File: src/rtl/phy_mgmt_pkg.sv
package phy_mgmt_pkg;
  localparam int unsigned ADDR_W = 5;
  localparam int unsigned DATA_W = 16;
  localparam int unsigned NREG   = 1 << ADDR_W;
  localparam int unsigned A_CTRL = 0;
  localparam int unsigned A_STAT = 1;
  localparam int unsigned RST_BIT = DATA_W - 1;
  localparam int unsigned LINK_BIT = 2;

  typedef enum logic [2:0] {
    K_NONE, K_RW, K_RO, K_WO, K_CTRL, K_STAT, K_UNIMPL
  } reg_kind_e;

  function automatic reg_kind_e kind_of(int unsigned a);
    case (a)
      0:                     return K_CTRL;
      1:                     return K_STAT;
      2, 3, 5, 6, 10, 15, 17: return K_RO;
      4, 9, 16:              return K_RW;
      29:                    return K_WO;
      20, 26, 30:            return K_UNIMPL;
      default:               return K_NONE;
    endcase
  endfunction

  function automatic logic [DATA_W-1:0] default_of(int unsigned a,
                                                   logic [23:0] oui,
                                                   logic [DATA_W-1:0] ext_id);
    case (a)
      0:       return 16'h1140;
      1:       return 16'h7949;
      2:       return oui[18:3];
      3:       return ext_id;
      4:       return 16'h0DE1;
      5:       return 16'h01E1;
      9:       return 16'h0E00;
      10:      return 16'h3C00;
      15:      return 16'h3000;
      16:      return 16'h0068;
      default: return '0;
    endcase
  endfunction
endpackage

File: src/rtl/phy_reg_cell.sv
module phy_reg_cell #(
  parameter int unsigned W = 16,
  parameter logic [W-1:0] RST = '0
) (
  input  logic         clk_i,
  input  logic         rst_ni,
  input  logic         soft_rst_i,
  input  logic         ld_i,
  input  logic [W-1:0] d_i,
  output logic [W-1:0] q_o
);
  always_ff @(posedge clk_i or negedge rst_ni) begin
    if (!rst_ni)         q_o <= RST;
    else if (soft_rst_i) q_o <= RST;
    else if (ld_i)       q_o <= d_i;
  end
endmodule

File: src/rtl/phy_link_latch.sv
module phy_link_latch (
  input  logic clk_i,
  input  logic rst_ni,
  input  logic soft_rst_i,
  input  logic link_up_i,
  input  logic stat_rd_i,
  output logic lat_o
);
  // low sticks until the status register is read, then re-samples the link
  always_ff @(posedge clk_i or negedge rst_ni) begin
    if (!rst_ni)         lat_o <= 1'b0;
    else if (soft_rst_i) lat_o <= 1'b0;
    else if (stat_rd_i)  lat_o <= link_up_i;
    else if (!link_up_i) lat_o <= 1'b0;
  end
endmodule

File: src/rtl/phy_rd_path.sv
module phy_rd_path #(
  parameter int unsigned W = 16
) (
  input  logic         clk_i,
  input  logic         rst_ni,
  input  logic         rd_i,
  input  logic [W-1:0] d_i,
  output logic [W-1:0] rdata_o,
  output logic         rvalid_o
);
  always_ff @(posedge clk_i or negedge rst_ni) begin
    if (!rst_ni) begin
      rdata_o  <= '0;
      rvalid_o <= 1'b0;
    end else begin
      rvalid_o <= rd_i;
      if (rd_i) rdata_o <= d_i;
    end
  end
endmodule

File: src/rtl/phy_mgmt_regs.sv
module phy_mgmt_regs
  import phy_mgmt_pkg::*;
#(
  parameter logic [23:0]       OUI    = 24'h005043,
  parameter logic [DATA_W-1:0] EXT_ID = 16'h0C20
) (
  input  logic              clk_i,
  input  logic              rst_ni,
  input  logic              req_i,
  input  logic              we_i,
  input  logic [ADDR_W-1:0] addr_i,
  input  logic [DATA_W-1:0] wdata_i,
  input  logic              link_up_i,
  output logic [DATA_W-1:0] rdata_o,
  output logic              rvalid_o
);
  logic rd, wr, soft_rst, stat_rd, lat;
  logic [DATA_W-1:0] rd_word [NREG];

  assign rd       = req_i & ~we_i;
  assign wr       = req_i & we_i;
  assign soft_rst = wr && (addr_i == ADDR_W'(A_CTRL)) && wdata_i[RST_BIT];
  assign stat_rd  = rd && (addr_i == ADDR_W'(A_STAT));

  for (genvar a = 0; a < NREG; a++) begin : g_reg
    localparam reg_kind_e         K    = kind_of(a);
    localparam logic [DATA_W-1:0] DFLT = default_of(a, OUI, EXT_ID);
    if (K == K_RW || K == K_CTRL) begin : g_st
      logic [DATA_W-1:0] d, q;
      logic ld;
      assign ld = wr && (addr_i == ADDR_W'(a));
      if (K == K_CTRL) begin : g_ctl
        assign d = {1'b0, wdata_i[DATA_W-2:0]};
      end else begin : g_rw
        assign d = wdata_i;
      end
      phy_reg_cell #(.W(DATA_W), .RST(DFLT)) i_cell (
        .clk_i     (clk_i),
        .rst_ni    (rst_ni),
        .soft_rst_i(soft_rst),
        .ld_i      (ld),
        .d_i       (d),
        .q_o       (q)
      );
      assign rd_word[a] = q;
    end else if (K == K_RO) begin : g_ro
      assign rd_word[a] = DFLT;
    end else if (K == K_STAT) begin : g_stat
      assign rd_word[a] = {DFLT[DATA_W-1:LINK_BIT+1], lat, DFLT[LINK_BIT-1:0]};
    end else begin : g_zero
      assign rd_word[a] = '0;
    end
  end

  phy_link_latch i_latch (
    .clk_i     (clk_i),
    .rst_ni    (rst_ni),
    .soft_rst_i(soft_rst),
    .link_up_i (link_up_i),
    .stat_rd_i (stat_rd),
    .lat_o     (lat)
  );

  phy_rd_path #(.W(DATA_W)) i_rd (
    .clk_i   (clk_i),
    .rst_ni  (rst_ni),
    .rd_i    (rd),
    .d_i     (rd_word[addr_i]),
    .rdata_o (rdata_o),
    .rvalid_o(rvalid_o)
  );
endmodule

File: config.mk
export PLATFORM = sky130hd
export DESIGN_NAME = phy_mgmt_regs
export DESIGN_NICKNAME = d
export VERILOG_FILES = /design/src/rtl/phy_mgmt_pkg.sv /design/src/rtl/phy_reg_cell.sv /design/src/rtl/phy_link_latch.sv /design/src/rtl/phy_rd_path.sv /design/src/rtl/phy_mgmt_regs.sv
export SDC_FILE = /design/constraint.sdc
export NUM_CORES = 1
export LEC_CHECK = 0
export BUFFER_PORTS_ARGS = -buffer_cell sky130_fd_sc_hd__buf_2
export CORE_UTILIZATION = 55
export CTS_BUF_LIST = sky130_fd_sc_hd__clkbuf_2
export DETAILED_ROUTE_END_ITERATION = 16
export GPL_TIMING_DRIVEN = 0
export PLACE_DENSITY = 0.77
export SLEW_MARGIN = 25
export SYNTH_ARGS = -nofsm -noshare
export SYNTH_HDL_FRONTEND = slang
export SYNTH_HIERARCHICAL = 1
export SYNTH_SLANG_ARGS = --single-unit
File: constraint.sdc
create_clock -name clk_i -period 1.3 [get_ports clk_i]
set_input_delay 0.13 -clock clk_i [delete_from_list [all_inputs] [get_ports clk_i]]
set_output_delay 0.13 -clock clk_i [all_outputs]
set_load 0.02 [all_outputs]
# Word-level counts from Yosys, hierarchy flattened
# Index checks and enable logic that the tools add are counted.
dict set report word_totals {
  regBits 82
  output_inout_bits 17
  word_cells 42
  in_bits 26
}
dict set report op_classes {
  eq_ne 5
  n_lt_le_gt_ge 1
  mux 14
  n_bitwise 4
  n_reduce_logical 11
}
# op count
set ops {}
lappend ops {{$mux 16} 10}
lappend ops {{$bmux 16 s5} 1}
lappend ops {{$reduce_bool 2->1} 4}
lappend ops {{$ge 6x6->1 const B} 1}
lappend ops {{$logic_and 1x1->1} 6}
lappend ops {{$not 5->6} 1}
lappend ops {{$eq 5x1->1 const B} 1}
lappend ops {{$eq 5x3->1 const B} 1}
lappend ops {{$eq 5x4->1 const B} 1}
lappend ops {{$eq 5x5->1 const B} 1}
lappend ops {{$logic_not 5->1} 1}
lappend ops {{$mux 1} 3}
lappend ops {{$ne 3x1->1 const B} 1}
lappend ops {{$and 1x1->1} 2}
lappend ops {{$not 1->1} 1}

# Depth between registers and ports, before layout
dict set report depth {
  ltp_word 5
  mapped_depth 8
  mapped_depth_nobuf 5
}

# Cells and area by module
# The synthesis kept the hierarchy.
# module area_per_inst_um2 seq_area_each_um2 cells_each n_inst
set by_module_without_submodules {}
lappend by_module_without_submodules {{phy_reg_cell at g_reg[0].g_st.i_cell ...} 668.1 404.1 52 3}
lappend by_module_without_submodules {phy_mgmt_regs 704.4 0.0 112 1}
lappend by_module_without_submodules {{phy_reg_cell at g_reg[4].g_st.i_cell} 678.2 409.1 52 1}
lappend by_module_without_submodules {phy_rd_path 674.4 425.4 35 1}
lappend by_module_without_submodules {phy_link_latch 41.3 25.0 3 1}

# Worst setup path after synthesis
# No wires, ideal clock.
dict set report synth_path {
  path_kind {input-to-reg}
  startpoint {input addr_i[0]}
  endpoint {register g_reg[16].g_st.i_cell.q_o[0]}
  t_required_ns 1.179
  stages 8
  t_arrival_ns 1.594
  setup_ns 0.121
  path_buffers 3
  path_slack_ns -0.416
  cell_sequence {or2_4 nor4b_4 buf_6 and3_1 buf_6 buf_12 mux2i_1 nor2_1}
}
dict set report synth_via {
  word_cells_on_any_way 7
  classes_between {eq/ne: 1; mux: 1; reduce/logical: 5}
}
# element line_no
set synth_lines {}
lappend synth_lines {{start: declaration} phy_mgmt_regs.sv:11} ;# input logic [ADDR_W-1:0] addr_i,
lappend synth_lines {{$eq 5x5->1} phy_mgmt_regs.sv:31} ;# assign ld = wr && (addr_i == ADDR_W'(a));
lappend synth_lines {{$logic_and 1x1->1} phy_mgmt_regs.sv:31}
lappend synth_lines {{net g_reg[16].g_st.ld} phy_mgmt_regs.sv:30} ;# logic ld;
lappend synth_lines {{$reduce_bool 2->1 (no source line)} -}
lappend synth_lines {{end signal: assignment} phy_reg_cell.sv:15} ;# else if (ld_i) q_o <= d_i;
lappend synth_lines {{end: declaration} phy_reg_cell.sv:10} ;# output logic [W-1:0] q_o
# The timed path passes the listed nets, and every way through them passes these cells.
# A chain may end at the register's enable or synchronous reset.

# Final worst setup path
dict set report layout_path {
  startpoint {register g_reg[9].g_st.i_cell.q_o[2]}
  endpoint {register i_rd.rdata_o[2]}
}
dict set report layout_via {
  elab_chain_len 3
}
# element line_no
set layout_rtl {}
lappend layout_rtl {{start: declaration} phy_reg_cell.sv:10}
lappend layout_rtl {{start signal: assignment} phy_reg_cell.sv:15}
lappend layout_rtl {{$bmux 16 s5} phy_mgmt_regs.sv:68} ;# .d_i (rd_word[addr_i]),
lappend layout_rtl {{$mux 16 (not written as such) (2 in a row)} phy_mgmt_regs.sv:68}
lappend layout_rtl {{end signal: assignment} phy_rd_path.sv:17} ;# if (rd_i) rdata_o <= d_i;
lappend layout_rtl {{end: declaration} phy_rd_path.sv:8} ;# output logic [W-1:0] rdata_o,
# Every way passes these cells. The select of a mux whose other input is x is not followed.

==> impl_metrics.env <==
export IMPL_synth_main_ff_cell="dfrtp_1"
export IMPL_layout_nets=478
export IMPL_grt_usage_pct=30.4
export IMPL_cts_sinks=82
export IMPL_status="complete, but fails checks"
export IMPL_die_area_um2=7810
export IMPL_synthArstFlopShare_pct=100
export IMPL_worstSetupStartpoint="g_reg[9].g_st.i_cell/q_o[2]$_DFFE_PN0P_"
export IMPL_r2r_slack_ns=-0.11
export IMPL_cp_end_kind="flop"
export IMPL_reg2reg_to="i_rd/rdata_o[2]$_DFFE_PN0P_"
export IMPL_power_frac_clock_pct=27.8
export IMPL_syn_nets=384
export IMPL_crit_path_max_fanout=2
export IMPL_rr_worst_depth=5
export IMPL_p_sw_mw=1.66
export IMPL_failed_checks="setup timing"
export IMPL_place_inst=500
export IMPL_dr_pass1_iters=5
export IMPL_dpl_worst_slack_ns=-1.04
export IMPL_power_density_nw_per_um2=1110
export IMPL_die_height_um=88.4
export IMPL_worstMarginPinSlew_ns=1.01
export IMPL_leakage_nw=2.50
export IMPL_synthSimpleGateAreaFrac_pct=14.0
export IMPL_critical_path_max_stage_delay_ns=0.44
export IMPL_max_vdd_ir_drop_mv=0.720
export IMPL_yosysSeqAreaShare_pct=50.5
export IMPL_gr_total_overflow=0
export IMPL_clock_skew_ns=0.0180
export IMPL_design_area_um2=5250
export IMPL_n_antenna_cell=0
export IMPL_fin_tns_setup_ns=-0.167
export IMPL_synth_edf_count=0
export IMPL_die_x_um=88.4
export IMPL_synth_distinct_cells=43
export IMPL_finalHoldViolations=0
export IMPL_port_buffers=42
export IMPL_synth_warnings=6
export IMPL_hpwlAfterDp_um=6750
export IMPL_cp_slowest_cell="dfrtp_1"
export IMPL_grt_pass1_wl_um=16900
export IMPL_crit_path_cell_trace="and3_4 -> a21oi_2 -> nor3_2 -> a221o_1 -> mux2_4"
export IMPL_maxSlewHeadroom_pct=32.1
export IMPL_clkSlewWorstSetupHoldPaths_ns=0.24
export IMPL_cp_start_kind="flop"
export IMPL_place_gp_congestion=0.895
export IMPL_muxShareOfSynthArea_pct=18.6
export IMPL_path_class="flop to flop"
export IMPL_synth_seq_cells=82
export IMPL_synthToLayoutAreaGrowth_pct=28.0
export IMPL_placed_cell_area_um2=4570
export IMPL_drt_iter0_drc=292
export IMPL_syn_area_um2=4100
export IMPL_p_sw_share_pct=28.5
export IMPL_detail_route_vias_per_cell=5.86
export IMPL_cap_violations=0
export IMPL_whs_ns=0.0989
export IMPL_wire_per_inst_um=20.2
export IMPL_synth_compound_area_share_pct=10.9
export IMPL_syn_avg_cell_area_um2=11.5
export IMPL_final_cell_mix="dfrtp_1 (66), nor2_1 (54), mux2i_1 (51)"
export IMPL_synth_xor_xnor_area_share_pct=0
export IMPL_clockBufferDepth=2
export IMPL_achievable_frequency_mhz=709
export IMPL_ios=43
export IMPL_row_count=31
export IMPL_r2r_start="g_reg[9].g_st.i_cell/q_o[2]$_DFFE_PN0P_"
export IMPL_ctsHtreeMaxLevel=3
export IMPL_hp_class="input port to asynchronous set/reset pin"
export IMPL_instances_no_fill=556
export IMPL_core_um2=7210
export IMPL_rsz0062_at_grt="yes"
export IMPL_cts_inserted_buffers=9
export IMPL_worstSetupEndpoint="i_rd/rdata_o[2]$_DFFE_PN0P_"
export IMPL_slew_violations=0
export IMPL_synth_cells=358
export IMPL_min_period_ns=1.41
export IMPL_synth_top_family_by_area="multiplexers"
export IMPL_initial_core_util_pct=56.9
export IMPL_finalSetupViolCount=5
export IMPL_synth_fa_ha_area_share_pct=0
export IMPL_fin_crit_sh_pct=108
export IMPL_ant_nets=0
export IMPL_cts_tree="built"
export IMPL_clock_latency_ns=0.56
export IMPL_p_seq_share_pct=54.3
export IMPL_antenna_found_initial=0
export IMPL_final_common_cell="dfrtp_1"
export IMPL_cp_arrival_ns=1.89
export IMPL_power_internal_mw=4.15
export IMPL_grt_start_max_net_pins=54
export IMPL_worst_slack_ns=-0.110
export IMPL_num_vias=3256
export IMPL_grt_pass1_vias=3182
export IMPL_drt_wl_total_um=11200
export IMPL_cts_root_buf="clkbuf_2"
export IMPL_required_ns=1.78
export IMPL_drc_errors=0
export IMPL_p_comb_share_pct=17.9
export IMPL_drive_gt1_share_pct=34.6
routing by layer:
layer / vias up / share of wire, % / track usage (%)
li1: 1448 / - / -
met1: 1643 / 42 / 38.9
met2: 139 / 49 / 50.1
met3: 26 / 5.9 / 5.69
met4: 0 / 2.5 / 14.4
met5: - / 0 / 0
synthesized netlist by cell type (all sizes together), types with 2 or more instances:
cell type	number	share of area, %
nand3	2	0.24
o21ai	11	1.3
mux2i	51	12
nand2	14	1.3
clkbuf	6	0.55
inv	4	0.37
a211o	16	3.4
nor2b	16	2.4
nor3	6	0.73
and2b	4	0.73
a22oi	8	1.5
nor2	57	5.2
a221o	7	1.7
nand2b	4	0.61
dfstp	16	10
a221oi	4	0.85
mux2	19	6.1
a21oi	6	0.73
buf	21	5.1
and3	4	0.61
dfrtp	66	40
or2	2	0.37
worst max-delay path, delay by kind of cell, from the launching register on:
family	cells	cell delay (ns)
multiplexers	1	0.26
flip-flops	1	0.44
AND/OR/NAND/NOR	2	0.21
AO/OA/AOI/OAI	2	0.41
metrics by stage:
| step | utilization, % | power [mW] |
|---|---|---|
| after floorplan | - | 3.75 |
| after detailed placement | 63.3 | 4.08 |
| after global placement | 62.9 | 4.02 |
| final | 72.8 | 5.81 |
| after CTS | 69.8 | 5.74 |
| after global routing | 72.8 | 6.06 |
how the worst min path moves through the flow:
stage,start,to,slack (ns),cells after the start
final,rst_ni,g_reg[9].g_st.i_cell/q_o[9]$_DFFE_PN1P_,0.1,2
after global routing,req_i,g_reg[16].g_st.i_cell/q_o[3]$_DFFE_PN1P_,0.07,3
after CTS,rst_ni,g_reg[9].g_st.i_cell/q_o[9]$_DFFE_PN1P_,0.07,2
after detailed placement,rst_ni,i_rd/rdata_o[7]$_DFFE_PN0P_,0.09,1
after global placement,we_i,i_rd/rvalid_o$_DFF_PN0_,0.37,2
after floorplan,rst_ni,g_reg[0].g_st.i_cell/q_o[0]$_DFFE_PN0P_,-0.17,0
power by group through the flow:
stage | sequential [mW] | clock, mW | combinational, mW
finish | 3.15 | 1.61 | 1.04
global route | 3.19 | 1.73 | 1.14
CTS | 3.14 | 1.62 | 0.986
detailed placement | 3.18 | 0 | 0.903
global placement | 3.16 | 0 | 0.859
floorplan | 3.17 | 0 | 0.583
layout make-up:
class	count	area (µm²)
Fill cell	520	1960
Clock inverter	7	101
Clock buffer	9	45.0
Multi-Input combinational cell	245	1880
Inverter	4	15.0
Sequential cell	82	2070
Timing Repair Buffer	84	733
Buffer	26	282
Tap cell	99	124
registers in the layout, indices dropped and copies added (netlist names):
register / flops
i_rd/rdata_o: 16
i_latch/lat_o: 1
i_rd/rvalid_o: 1
g.g_st.i_cell/q_o: 64
cells by family (layout without fill, tap and decap cells):
| family | after synthesis | count (layout) |
|---|---|---|
| and+or+nand+nor | 115 | 115 |
| DFF | 82 | 82 |
| muxes | 70 | 70 |
| AOI/OAI and AO/OA | 59 | 59 |
| buffers and inverters | 31 | 130 |
| other | 1 | 1 |
timing repair:
| item | in CTS | in global routing |
|---|---|---|
| gates resized for setup | 15 | 41 |
| hold endpoints to repair | 136 | 0 |
| pin swaps | 6 | 6 |
| hold buffers | 22 | 0 |
| endpoints found under the setup margin | 27 | 61 |
| setup buffers | 8 | 10 |
| gates cloned | 0 | 1 |
Note: power is estimated with default switching activity, not from simulation.
